`src/rtl/decdiv_pkg.sv`:
```
// Shared types and constant helpers for the decimal-digit divider.
// Assumes operand widths of at most 30 bits.
package decdiv_pkg;

    typedef enum logic [1:0] {
        ST_IDLE,
        ST_SCALE,
        ST_COUNT
    } dd_state_e;

    // Number of decimal digits in the largest unsigned value of w bits.
    function automatic int dd_dec_digits(input int w);
        longint v;
        int     n;
        v = (longint'(1) << w) - 1;
        n = 0;
        while (v > 0) begin
            v = v / 10;
            n = n + 1;
        end
        return n;
    endfunction

endpackage

```
`src/rtl/decdiv_times10.sv`:
```
// Multiplies by ten using two shifts and one adder, with no multiplier.
// Assumes the caller has sized W so that the product fits.
module decdiv_times10 #(
    parameter int W = 14
) (
    input  logic [W-1:0] a_i,
    output logic [W-1:0] y_i10_o
);
    // Product is eight times a plus two times a.
    assign y_i10_o = (a_i << 3) + (a_i << 1);
endmodule

```
`src/rtl/decdiv_step.sv`:
```
// One trial subtraction: it reports whether the scaled divisor fits into the
// partial remainder and gives the difference.
// The difference is meaningful only when fits_o is high.
module decdiv_step #(
    parameter int W = 14
) (
    input  logic [W-1:0] part_i,
    input  logic [W-1:0] scaled_i,
    output logic         fits_o,
    output logic [W-1:0] diff_o
);
    // Compare and subtract side by side.
    assign fits_o = (part_i >= scaled_i);
    assign diff_o = part_i - scaled_i;
endmodule

```
`src/rtl/decdiv_ladder.sv`:
```
// Holds the divisor scaled by 10^0 up to 10^(DEPTH-1), so stepping down a
// decimal place is a read and needs no divide-by-ten.
// Assumes at most one rung is written per cycle.
module decdiv_ladder #(
    parameter int W     = 14,
    parameter int DEPTH = 4,
    parameter int IDX_W = 2
) (
    input  logic             clk,
    input  logic             rst_n,
    input  logic             wr_en_i,
    input  logic [IDX_W-1:0] wr_idx_i,
    input  logic [W-1:0]     wr_val_i,
    input  logic [IDX_W-1:0] rd_idx_i,
    output logic [W-1:0]     rd_val_o
);
    logic [W-1:0] rung [DEPTH];

    for (genvar g = 0; g < DEPTH; g++) begin : g_rung
        logic [W-1:0] val_q;
        // Load this rung when it is addressed.
        always_ff @(posedge clk or negedge rst_n) begin
            if (!rst_n) begin
                val_q <= '0;
            end else if (wr_en_i && (wr_idx_i == IDX_W'(g))) begin
                val_q <= wr_val_i;
            end
        end
        assign rung[g] = val_q;
    end

    // Read port, with an out-of-range index giving zero.
    assign rd_val_o = (int'(rd_idx_i) < DEPTH) ? rung[rd_idx_i] : '0;
endmodule

```
`src/rtl/decdiv.sv`:
```
// Sequential unsigned divider that finds one decimal quotient digit per
// decimal place by repeated subtraction of a power-of-ten scaled divisor.
// Assumes start is a pulse; operands are sampled only when idle.
module decdiv
    import decdiv_pkg::*;
#(
    parameter int DATA_W = 10
) (
    input  logic              clk,
    input  logic              rst_n,
    input  logic              start_i,
    input  logic [DATA_W-1:0] dividend_i,
    input  logic [DATA_W-1:0] divisor_i,
    output logic [DATA_W-1:0] quotient_o,
    output logic [DATA_W-1:0] remainder_o,
    output logic              done_o,
    output logic              div_zero_o
);
    localparam int DIGITS = dd_dec_digits(DATA_W);
    localparam int INT_W  = DATA_W + 4;
    localparam int LVL_W  = (DIGITS > 1) ? $clog2(DIGITS) : 1;
    localparam int DIG_W  = 4;

    dd_state_e         state_q;
    logic [INT_W-1:0]  part_q;
    logic [INT_W-1:0]  scaled_q;
    logic [INT_W-1:0]  quo_acc_q;
    logic [LVL_W-1:0]  level_q;
    logic [DIG_W-1:0]  digit_q;

    logic [INT_W-1:0]  scale_y;
    logic [INT_W-1:0]  fold_y;
    logic [INT_W-1:0]  new_quo;
    logic [INT_W-1:0]  diff;
    logic              fits;
    logic              scale_stop;
    logic              busy;
    logic              lad_wr_en;
    logic [LVL_W-1:0]  lad_wr_idx;
    logic [INT_W-1:0]  lad_wr_val;
    logic [LVL_W-1:0]  lad_rd_idx;
    logic [INT_W-1:0]  lad_rd_val;

    decdiv_times10 #(.W(INT_W)) u_scale (.a_i(scaled_q),  .y_i10_o(scale_y));
    decdiv_times10 #(.W(INT_W)) u_fold  (.a_i(quo_acc_q), .y_i10_o(fold_y));

    decdiv_step #(.W(INT_W)) u_step (
        .part_i  (part_q),
        .scaled_i(scaled_q),
        .fits_o  (fits),
        .diff_o  (diff)
    );

    decdiv_ladder #(.W(INT_W), .DEPTH(DIGITS), .IDX_W(LVL_W)) u_ladder (
        .clk     (clk),
        .rst_n   (rst_n),
        .wr_en_i (lad_wr_en),
        .wr_idx_i(lad_wr_idx),
        .wr_val_i(lad_wr_val),
        .rd_idx_i(lad_rd_idx),
        .rd_val_o(lad_rd_val)
    );

    // Scaling ends when the next power of ten would pass the dividend.
    assign scale_stop = (scale_y > part_q) || (level_q == LVL_W'(DIGITS - 1));
    // Running quotient times ten plus the digit just counted.
    assign new_quo    = fold_y + INT_W'(digit_q);
    assign busy       = (state_q != ST_IDLE);
    assign lad_rd_idx = LVL_W'(level_q - 1'b1);

    // Select which ladder rung is written this cycle.
    always_comb begin
        lad_wr_en  = 1'b0;
        lad_wr_idx = '0;
        lad_wr_val = scale_y;
        if (state_q == ST_IDLE && start_i && divisor_i != '0 && dividend_i >= divisor_i) begin
            lad_wr_en  = 1'b1;
            lad_wr_val = INT_W'(divisor_i);
        end else if (state_q == ST_SCALE && !scale_stop) begin
            lad_wr_en  = 1'b1;
            lad_wr_idx = LVL_W'(level_q + 1'b1);
        end
    end

    // Sequencer, datapath registers and result registers.
    always_ff @(posedge clk or negedge rst_n) begin
        if (!rst_n) begin
            state_q     <= ST_IDLE;
            part_q      <= '0;
            scaled_q    <= '0;
            quo_acc_q   <= '0;
            level_q     <= '0;
            digit_q     <= '0;
            quotient_o  <= '0;
            remainder_o <= '0;
            done_o      <= 1'b0;
            div_zero_o  <= 1'b0;
        end else begin
            done_o <= 1'b0;
            unique case (state_q)
                ST_IDLE: begin
                    if (start_i) begin
                        if (divisor_i == '0) begin
                            quotient_o  <= '0;
                            remainder_o <= dividend_i;
                            div_zero_o  <= 1'b1;
                            done_o      <= 1'b1;
                        end else if (dividend_i < divisor_i) begin
                            quotient_o  <= '0;
                            remainder_o <= dividend_i;
                            div_zero_o  <= 1'b0;
                            done_o      <= 1'b1;
                        end else begin
                            part_q    <= INT_W'(dividend_i);
                            scaled_q  <= INT_W'(divisor_i);
                            quo_acc_q <= '0;
                            level_q   <= '0;
                            digit_q   <= '0;
                            state_q   <= ST_SCALE;
                        end
                    end
                end
                ST_SCALE: begin
                    if (scale_stop) begin
                        state_q <= ST_COUNT;
                    end else begin
                        scaled_q <= scale_y;
                        level_q  <= LVL_W'(level_q + 1'b1);
                    end
                end
                ST_COUNT: begin
                    if (fits) begin
                        part_q  <= diff;
                        digit_q <= DIG_W'(digit_q + 1'b1);
                    end else begin
                        quo_acc_q <= new_quo;
                        digit_q   <= '0;
                        if (level_q == '0) begin
                            quotient_o  <= new_quo[DATA_W-1:0];
                            remainder_o <= part_q[DATA_W-1:0];
                            div_zero_o  <= 1'b0;
                            done_o      <= 1'b1;
                            state_q     <= ST_IDLE;
                        end else begin
                            level_q  <= lad_rd_idx;
                            scaled_q <= lad_rd_val;
                        end
                    end
                end
                default: state_q <= ST_IDLE;
            endcase
        end
    end
endmodule

```
`config.mk`:
```
export PLATFORM = sky130hd
export DESIGN_NAME = decdiv
export DESIGN_NICKNAME = d
export VERILOG_FILES = /design/src/rtl/decdiv_pkg.sv /design/src/rtl/decdiv_times10.sv /design/src/rtl/decdiv_step.sv /design/src/rtl/decdiv_ladder.sv /design/src/rtl/decdiv.sv
export SDC_FILE = /design/constraint.sdc
export NUM_CORES = 1
export LEC_CHECK = 0
export ABC_AREA = 1
export BUFFER_PORTS_ARGS = -buffer_cell sky130_fd_sc_hd__clkbuf_2
export CAP_MARGIN = 20
export CORE_ASPECT_RATIO = 0.9
export CORE_MARGIN = 4
export CORE_UTILIZATION = 35
export DETAILED_ROUTE_END_ITERATION = 10
export PLACE_DENSITY = 0.54
export SETUP_SLACK_MARGIN = 0.02
export SYNTH_ARGS = -nofsm -noshare
export SYNTH_HDL_FRONTEND = slang
export SYNTH_HIERARCHICAL = 1
export SYNTH_SLANG_ARGS = --single-unit
```
`constraint.sdc`:
```
create_clock -name clk -period 9.85 [get_ports clk]
set_clock_uncertainty 0.1 [all_clocks]
set_input_delay 1.97 -clock clk [delete_from_list [all_inputs] [get_ports clk]]
set_output_delay 1.97 -clock clk [all_outputs]
set_load 0.02 [all_outputs]
```
==> results of run 1 <==
==> metrics by stage <==
| step | total power [mW] | cell area [µm²] |
|---|---|---|
| 6_report | 4.19 | 10300 |
| 5_1_grt | 4.63 | 10300 |
| 2_1_floorplan | 3.00 | 9450 |
| 3_5_place_dp | 3.59 | 9790 |
| 4_1_cts | 4.20 | 10300 |
| 3_3_place_gp | 3.56 | 9790 |
==> power by group <==
part | internal (mW) | leakage, nW | switching, mW
Combinational | 0.830 | 3.89 | 1.96
Clock | 0.343 | 0.254 | 0.245
Sequential | 0.687 | 1.63 | 0.124
Total | 1.86 | 5.77 | 2.33
==> state kept, by name, indices dropped and copies added (netlist names) <==
name / count
u_ladder/g_rung.val_q: 56
level_q: 2
scaled_q: 14
quo_acc_q: 9
quotient_o: 10
part_q: 14
remainder_o: 10
digit_q: 4
done_o: 1
state_q: 2
div_zero_o: 1
==> cell usage in the layout (no fill, tap or decap), drive strengths merged, types with 2 or more instances in the layout <==
| cell | count |
|---|---|
| a22oi | 10 |
| clkbuf | 62 |
| nand2 | 546 |
| conb | 2 |
| o21ai | 65 |
| clkinv | 7 |
| clkinvlp | 4 |
| nand3 | 110 |
| dfrtp | 123 |
| inv | 216 |
| ha | 65 |
| a21oi | 42 |
| buf | 7 |
| nor3 | 2 |
| nand4 | 43 |
| fa | 4 |
| xor2 | 12 |
| nor2 | 55 |
| or2 | 2 |
| xnor2 | 4 |
==> worst max path at each step <==
stage,start,endpoint,cells after the start
CTS,scaled_q[0]$_DFFE_PN0P_,u_ladder/g_rung[3].val_q[9]$_DFFE_PN0P_,22
global placement,divisor_i[8],u_ladder/g_rung[3].val_q[5]$_DFFE_PN0P_,14
detailed placement,divisor_i[8],u_ladder/g_rung[3].val_q[9]$_DFFE_PN0P_,14
floorplan,divisor_i[9],u_ladder/g_rung[3].val_q[3]$_DFFE_PN0P_,13
global route,scaled_q[0]$_DFFE_PN0P_,u_ladder/g_rung[2].val_q[12]$_DFFE_PN0P_,22
finish,divisor_i[7],u_ladder/g_rung[3].val_q[2]$_DFFE_PN0P_,14
==> layout make-up <==
type / count / area (µm²) / share of cell area
Inverter: 216 / 818 / 0.0793
Sequential cell: 123 / 3080 / 0.298
Tap cell: 348 / 435 / 0.0422
Multi-Input combinational cell: 968 / 5190 / 0.503
Timing Repair Buffer: 50 / 268 / 0.0259
Clock inverter: 12 / 103 / 0.00994
Clock buffer: 19 / 433 / 0.0419
==> critical path, stage by stage <==
cell and delay, ns:
clkbuf_2 0.14, inv_1 0.09, ha_1 0.30, nand2_1 0.07, nand2_1 0.06, a21oi_2 0.19
nand4_1 0.12, nand2_1 0.47, nand4_1 0.26, nor2_2 0.14, buf_4 0.30, nand3_4 0.37
nand2_1 0.20, o21ai_2 0.07
==> routing by layer <==
| layer | track usage | vias to the layer above |
|---|---|---|
| li1 | - | 4311 |
| met1 | 0.265 | 3906 |
| met3 | 0.0321 | 29 |
| met2 | 0.264 | 173 |
| met4 | 0.0546 | 0 |
| met5 | 0 | - |
==> key figures, run 1 <==
Placement
  • Dpl cells: roughly 1.7k
  • Pre-CTS worst setup slack: about 4.9 ns
  • HPWL after DPL: approximately 19,000 µm
  • RePlAce Congestion: 0.863
  • PortBufs: 44

Detailed routing
  • Wire length on met2: 10,800 µm
  • Met1 Wirelength: ~13,000 µm
  • DR top layer: met4
  • WL met3: ~1300 µm
  • DRT antenna net count: 0
  • Initial DRC count: roughly 620
  • Routed WL per cell: 14.9 µm
  • Routed wire length: around 26,000 µm
  • Residual DRC: 0
  • DR vias: 8,419
  • Via/cell ratio: 4.85
  • Pre-antenna DRT Iters: 5

Layout
  • Ant diodes: 0
  • Fillers: 2,859
  • Final cell count without fillers: 1,736
  • Final core occ: 0.392
  • # nets final: 1,468
  • Syn-to-layout area delta: 9.25%
  • Layout cells sized above 1: 0.128

CTS
  • Clock Tree Buf Depth: 2
  • Total CTS buffers: 17
  • Worst-Skew Late Latency: 0.43 ns
  • Worst-path clk slew: 0.06 ns
  • Clk root buf: clkbuf_16
  • Post-CTS setup buffers: 0
  • H-tree depth: 4
  • CTS sink cnt: 123
  • CTS tree: done
  • Post-CTS sizing: 0
  • Hold Buf Count CTS: 0

Yosys
  • Synth Instances: 1,360
  • Mapped cell area: 9450 µm²
  • Yosys warns: 6
  • Synth Net Count: approximately 1.5k
  • Synth Area per Inst: 6.95 µm²

Min path
  • Endpoint, Worst Hold: u_ladder/g_rung[0].val_q[3]$_DFFE_PN0P_
  • HP Class: reg -> reg
  • Hold Path Origin: u_ladder/g_rung[0].val_q[3]$_DFFE_PN0P_
  • Cell depth of the worst hold path: 2

Critical path
  • CP Max Fanout: 28
  • CP required: 10.06 ns
  • R2R setup slack: 5.32 ns
  • WP data arrival: 4.75 ns
  • FF-to-FF Start: scaled_q[0]$_DFFE_PN0P_
  • Critical R2R Capture: u_ladder/g_rung[3].val_q[2]$_DFFE_PN0P_
  • Worst setup SP type: primary input
  • CP Class: in -> reg
  • Critical Path End Type: flop
  • FF-to-FF path depth: 22

STA
  • Slew margin rel.: 0.424
  • Final Worst Setup Slack: 5.31 ns
  • Post-route minimum period: approximately 4.5 ns
  • Actual slew at the worst max-slew pin: 0.854 ns
  • Final setup viols: 0
  • WHS: 0.369 ns
  • Setup TNS: 0 ns
  • Final Hold Fails: 0
  • Max Fclk: 0.220 GHz
  • Max-slew violation count: 0
  • RSZ-0062 raised after global routing: false
  • Crit share post-route: 0.461

Global route
  • Vias in the first global route: 7,979
  • Antenna violations before repair: 0
  • GRT Total Usage: 0.178
  • First-pass GRT wire length: 42,500 µm
  • GRT Residual Overflow: 0
  • Largest net degree at the start of global routing: 66

Die
  • Initial Utilization: 0.359
  • Die Wd: 181 µm
  • Num ports: 45
  • Area of the die: around 30,000 µm²
  • CORE AREA: 26,300 µm²
  • Row count: 56
  • Die Y-Extent: 164 µm

Run
  • Max_cap viols: 0

Power
  • PwrDens: 406 nW/µm²
  • Static Leakage: 5.77 nW
  • VDD IR-drop max: 0.226 mV

Run status
  • Outcome: finished, final reports clean
Note: power is estimated with default switching activity, not from simulation.
==> inputs of run 2 (changes only) <==
clock period = 4.7 ns   (was 9.85 ns; I/O delays follow)
==> run 2 against run 1 <==
Net effect:
- first-iteration DRC count shrank 2.7%
- via count is essentially flat
- critical path type is now reg -> reg
- non-clock buffer count grew 7
- clock power grew 130%
- die area is the same
- sequential power grew 110%
- flip-flop and latch count is the same
- combinational power grew 110%
- critical path depth grew 8
==> key figures, run 2 (same netlist as run 1, synthesis figures left out) <==
Min path
  • Hold Path Origin: u_ladder/g_rung[1].val_q[11]$_DFFE_PN0P_
  • HP Class: reg -> reg

Global route
  • GRT Residual Overflow: 0 (unchanged)
  • First-pass GRT wire length: 43,700 µm (+3.0%)
  • GRT Total Usage: 0.185 (+0.00680)
  • Antenna violations before repair: 0 (unchanged)
  • Vias in the first global route: 7,973 (-0.075%)
  • Largest net degree at the start of global routing: 77 (+17%)

Critical path
  • Critical Path End Type: flop
  • WP data arrival: 4.40 ns (-0.35 ns)
  • CP Class: reg -> reg
  • Buf+Inv Stages, Crit Path: 4 (+1)
  • CP max stage cell: nand2_1
  • Most Frequent Cell on Critical Path: nand2_1
  • Worst setup SP type: flop
  • CP required: 4.93 ns (-5.13 ns)
  • Crit-path max cell delay: 0.50 ns (+0.03 ns)
  • CP Cell Sequence: ha_1 > inv_1 > fa_1 > inv_1 > nand3_1 > nand3_1 > nand2_1 > nand3_1 > nand2_1 > ha_1 > nand2_1 > nor2_2 > inv_1 > nor2_2 > nand4_1 > nand2_1 > nand3_1 > nand2_1 > buf_4 > nand2_4 > nand2_1 > nand2_1
  • Critical Path Start: scaled_q[0]$_DFFE_PN0P_
  • Crit path max-delay family: simple AND/OR/NAND/NOR gates
  • CP Max Fanout: 24 (-14%)
  • FF-to-FF Start: scaled_q[0]$_DFFE_PN0P_

Detailed routing
  • Residual DRC: 0 (unchanged)
  • Initial DRC count: 605 (-2.7%)
  • Via/cell ratio: 4.83 (-0.51%)
  • Routed wire length: 26,800 µm (+3.7%)
  • DR vias: 8,415 (-0.048%)
  • DRT antenna net count: 0 (unchanged)
  • Routed WL per cell: 15.4 µm (+3.3%)
  • Pre-antenna DRT Iters: 5 (unchanged)

Layout
  • Sequential Area: 3080 µm² (unchanged)
  • Max FFs per register: 56 (unchanged)
  • Ant diodes: 0 (unchanged)
  • Layout cells sized above 1: 0.133 (+0.00500)
  • # nets final: 1,475 (+0.48%)
  • Fillers: 2,849 (-0.35%)
  • Most frequent cells in the layout: 528 x nand2_1, 205 x inv_1, 123 x dfrtp_1
  • Commonest non-fill, non-tap cell in the layout: nand2_1
  • Multi-input gate area: 5200 µm² (+0.19%)
  • Design Area, Final: 10,500 µm² (+1.6%)
  • Top reg by flops: u_ladder/g_rung.val_q
  • Final core occ: 0.398 (+0.00641)
  • Largest regs: u_ladder/g_rung.val_q: 56 flops, part_q: 14 flops, scaled_q: 14 flops
  • Syn-to-layout area delta: 11.0%

Die
  • Row count: 56 (unchanged)
  • Initial Utilization: 0.359 (unchanged)
  • CORE AREA: 26,300 µm² (unchanged)
  • Area of the die: 29,700 µm² (unchanged)
  • Die Wd: 181 µm (unchanged)
  • Num ports: 45 (unchanged)
  • Die Y-Extent: 164 µm (unchanged)

STA
  • Post-route minimum period: 4.17 ns
  • Setup TNS: 0 ns (unchanged)
  • WHS: 0.368 ns (-0.000733 ns)
  • Max-slew violation count: 0 (unchanged)
  • Max Fclk: about 0.24 GHz
  • RSZ-0062 raised after global routing: false
  • Final Hold Fails: 0 (unchanged)
  • Crit share post-route: 0.887
  • Slew margin rel.: 0.342 (-0.0820)
  • Final setup viols: 0 (unchanged)
  • Actual slew at the worst max-slew pin: 0.986 ns (+0.132 ns)

CTS
  • Worst-path clk slew: 0.06 ns (about the same)
  • Worst-Skew Late Latency: 0.43 ns (about the same)
  • Clock Tree Buf Depth: 2 (unchanged)
  • H-tree depth: 4 (unchanged)
  • CTS sink cnt: 123 (unchanged)
  • Clk root buf: clkbuf_16
  • CTS tree: done
  • Hold Buf Count CTS: 0 (unchanged)
  • Total CTS buffers: 17 (unchanged)

Placement
  • RePlAce Congestion: 0.918 (+6.3%)
  • Area of placed instances: 9850 µm² (+0.59%)
  • PortBufs: 44 (unchanged)
  • HPWL after DPL: 20,000 µm (+4.3%)

Run
  • Max_cap viols: 0 (unchanged)

Power
  • Static Leakage: 5.86 nW (+1.5%)
  • PwrDens: 860 nW/µm² (+110%)
  • VDD IR-drop max: 0.290 mV (+29%)

Run status
  • Outcome: finished, final reports clean
==> run 2: cell count changes in the layout (fill, tap and decap cells not counted), moves of 2 or more <==
cell	delta
clkinvlp_4	-2
nor2_2	-2
inv_6	+3
nor2_4	+2
clkinv_2	-4
buf_4	+5
bufinv_16	+2
==> run 2: stage by stage <==
step	cells	setup slack, ns	total power, mW
finish	1744	0.530	9.02
global route	1744	0.0848	9.91
CTS	1743	0.381	9.00
detailed placement	1711	0.399	7.56
global placement	1711	0.494	7.53
floorplan	1360	1.47	6.28
==> run 2: power by group <==
part           switching, mW  internal [mW]
Sequential             0.256           1.44
Combinational           4.15           1.80
Clock                  0.531          0.854
==> run 2: timing repair <==
action,4_1_cts,5_1_grt
setup endpoints to repair,0,16
gates resized for setup,0,2
setup buffers,0,0
==> run 2: per-layer routing <==
metal,GRT usage,share of wire
met1,0.279,0.52
met2,0.277,0.43
met3,0.0314,0.038
met4,0.0443,0.011
met5,0,0
==> run 2: final cells by class <==
cell class / count / area share
multi-input combinational: 968 / 0.496
sequential: 123 / 0.293
inverter: 216 / 0.0780
clock buffer: 20 / 0.0426
tap: 348 / 0.0415
timing repair buffer: 57 / 0.0336
clock inverter: 12 / 0.0155
==> run 2: worst paths after layout <==
| kind | slack [ns] | cells after the start | end |
|---|---|---|---|
| setup / recovery | 0.53 | 22 | u_ladder/g_rung[0].val_q[9]$_DFFE_PN0P_ |
| hold / removal | 0.37 | 2 | u_ladder/g_rung[1].val_q[11]$_DFFE_PN0P_ |
| setup reg to reg | 0.53 | 22 | u_ladder/g_rung[0].val_q[9]$_DFFE_PN0P_ |
| hold reg to reg | 0.37 | 2 | u_ladder/g_rung[1].val_q[11]$_DFFE_PN0P_ |
| max in group asynchronous | 3.47 | 2 | scaled_q[12]$_DFFE_PN0P_ |
| min in group asynchronous | 0.38 | 1 | quo_acc_q[6]$_DFFE_PN0P_ |
==> run 2: worst min-delay path, cell delays in order, from the launching register on <==
cell and delay [ns]:
dfrtp_1 0.34, nand2_1 0.05, nand2_1 0.05
==> inputs of run 3 (changes only) <==
ABC_AREA = default   (was 1)
==> run 3 against run 2 <==
Net effect:
- first-iteration DRC count shrank 29%
- utilization is 0.56 points higher
- sequential share of layout area grew 2.9 points
- critical path type unchanged
- worst setup slack got worse by 0.21 ns
- routed wire length decreased by 18%
- register-to-register slack lost 0.21 ns
- cell area is 9.1% lower
- fmax is 4.7% lower
- clock-buffer cell count is 1 lower
- via count is 25% lower
- highest routed layer unchanged
- worst hold slack gained 0.033 ns
- flip-flop and latch count unchanged
==> key figures, run 3 <==
Layout
  • Layout cells sized above 1: 0.248 (+0.115)
  • Commonest non-fill, non-tap cell in the layout: dfrtp_1
  • Max FFs per register: 56 (unchanged)
  • Fillers: 2,328 (-18%)
  • Final core occ: 0.404 (+0.00565)
  • Ant diodes: 0 (unchanged)
  • Sequential Area: 3080 µm² (unchanged)
  • # nets final: 965 (-35%)
  • Top reg by flops: u_ladder/g_rung.val_q
  • Multi-input gate area: 4890 µm² (-6.0%)
  • Most frequent cells in the layout: 123 x dfrtp_1, 88 x mux2_2, 78 x inv_1
  • Syn-to-layout area delta: 12.5%
  • Largest regs: u_ladder/g_rung.val_q: 56 flops, part_q: 14 flops, scaled_q: 14 flops

CTS
  • H-tree depth: 4 (unchanged)
  • Worst-path clk slew: 0.06 ns (about the same)
  • Clk root buf: clkbuf_16
  • CTS sink cnt: 123 (unchanged)
  • Post-CTS setup buffers: 0 (unchanged)
  • Worst-Skew Late Latency: 0.42 ns (about the same)
  • Hold Buf Count CTS: 0 (unchanged)
  • Post-CTS sizing: 0 (unchanged)
  • Clock Tree Buf Depth: 2 (unchanged)
  • Total CTS buffers: 17 (unchanged)
  • CTS tree: done

Critical path
  • R2R setup slack: 0.32 ns (-0.21 ns)
  • FF-to-FF path depth: 16 (-27%)
  • FF-to-FF Start: scaled_q[2]$_DFFE_PN0P_
  • Most Frequent Cell on Critical Path: a21oi_1
  • CP Max Fanout: 14 (-42%)
  • CP Cell Sequence: ha_1 > inv_1 > fa_1 > nand2b_1 > a21oi_1 > nor2_1 > a21oi_1 > xnor2_1 > ha_1 > nand4_1 > nor4_1 > a21oi_1 > o31ai_1 > nor3b_4 > buf_4 > mux2_2
  • CP Class: reg -> reg
  • CP required: 4.90 ns (-0.03 ns)
  • Worst setup SP type: flop
  • Crit-path max cell delay: 0.45 ns (-0.05 ns)
  • Critical Path End Type: flop
  • Critical Path Start: scaled_q[2]$_DFFE_PN0P_
  • Buf+Inv Stages, Crit Path: 2 (-2)
  • WP data arrival: 4.58 ns (+0.18 ns)
  • Critical R2R Capture: u_ladder/g_rung[0].val_q[3]$_DFFE_PN0P_
  • CP max stage cell: o31ai_1
  • Crit path max-delay family: simple AND/OR/NAND/NOR gates

Placement
  • Pre-CTS worst setup slack: 0.367 ns (-0.0313 ns)
  • PortBufs: 44 (unchanged)
  • HPWL after DPL: 16,600 µm (-17%)
  • RePlAce Congestion: 0.912 (-0.64%)

Die
  • Area of the die: 26,800 µm² (-9.8%)
  • Row count: 53 (-5.4%)
  • Initial Utilization: 0.359 (+0.000363)
  • Num ports: 45 (unchanged)
  • CORE AREA: 23,600 µm² (-10%)
  • Die Wd: 172 µm (-5.1%)
  • Die Y-Extent: 156 µm (-5.0%)

Detailed routing
  • DR vias: 6,295 (-25%)
  • Routed WL per cell: 18.4 µm (+20%)
  • Via/cell ratio: 5.30 (+9.8%)
  • Routed wire length: 21,900 µm (-18%)
  • DRT antenna net count: 0 (unchanged)
  • Initial DRC count: 430 (-29%)
  • Pre-antenna DRT Iters: 6 (+1)
  • Residual DRC: 0 (unchanged)

STA
  • Max Fclk: 0.229 GHz (-4.7%)
  • Final setup viols: 0 (unchanged)
  • WHS: 0.401 ns (+0.0329 ns)
  • Max-slew violation count: 0 (unchanged)
  • Final Hold Fails: 0 (unchanged)
  • Final Worst Setup Slack: 0.324 ns (-0.206 ns)
  • Slew margin rel.: 0.468 (+0.126)
  • Actual slew at the worst max-slew pin: 0.797 ns (-0.189 ns)
  • Setup TNS: 0 ns (unchanged)
  • RSZ-0062 raised after global routing: false
  • Crit share post-route: 0.931 (+0.0438)
  • Post-route minimum period: 4.38 ns (+0.206 ns)

Yosys
  • Yosys warns: 6 (unchanged)
  • Mapped cell area: 8480 µm² (-10%)
  • Synth Instances: 834 (-39%)
  • Synth Area per Inst: 10.2 µm² (+46%)
  • Synth Net Count: 926 (-36%)

Global route
  • First-pass GRT wire length: 35,200 µm (-19%)
  • GRT Residual Overflow: 0 (unchanged)
  • Antenna violations before repair: 0 (unchanged)
  • GRT Total Usage: 0.169 (-0.0159)
  • Largest net degree at the start of global routing: 63 (-18%)
  • Vias in the first global route: 6,054 (-24%)

Min path
  • Hold Path Origin: u_ladder/g_rung[2].val_q[3]$_DFFE_PN0P_
  • Cell depth of the worst hold path: 1 (-1)
  • HP Class: reg -> reg
  • Endpoint, Worst Hold: u_ladder/g_rung[2].val_q[3]$_DFFE_PN0P_

Run
  • Max_cap viols: 0 (unchanged)

Run status
  • Outcome: finished, final reports clean
[run 3: worst max-delay path by stage]
stage / to / slack (ns) / cells past startpoint
2_1_floorplan: u_ladder/g_rung[0].val_q[0]$_DFFE_PN0P_ / 0.75 / 16
3_3_place_gp: u_ladder/g_rung[0].val_q[8]$_DFFE_PN0P_ / 0.51 / 16
3_5_place_dp: u_ladder/g_rung[0].val_q[10]$_DFFE_PN0P_ / 0.37 / 16
4_1_cts: u_ladder/g_rung[0].val_q[3]$_DFFE_PN0P_ / 0.35 / 16
5_1_grt: u_ladder/g_rung[0].val_q[1]$_DFFE_PN0P_ / 0.04 / 16
6_report: u_ladder/g_rung[0].val_q[3]$_DFFE_PN0P_ / 0.32 / 16
[run 3: per-stage QoR]
stage          cell area [µm²]  instances
2_1_floorplan             8480        834
3_3_place_gp              8980       1156
3_5_place_dp              8980       1156
4_1_cts                   9540       1188
5_1_grt                   9540       1188
6_report                  9540       1188
[run 3: cell type report]
class,count,share of cell area
tap,302,0.0396
multi-input combinational,592,0.512
inverter,78,0.0307
sequential,123,0.323
timing repair buffer,61,0.0367
clock inverter,13,0.0114
clock buffer,19,0.0464
[run 3: routing by layer]
metal | GRT usage | part of all wire
met1 | 0.246 | 0.48
met2 | 0.259 | 0.45
met3 | 0.0329 | 0.039
met4 | 0.0449 | 0.024
met5 | 0 | 0
Power of run 3 is not shown: default switching activity piles up to over one toggle a cycle in this logic, so the estimate is an artifact.
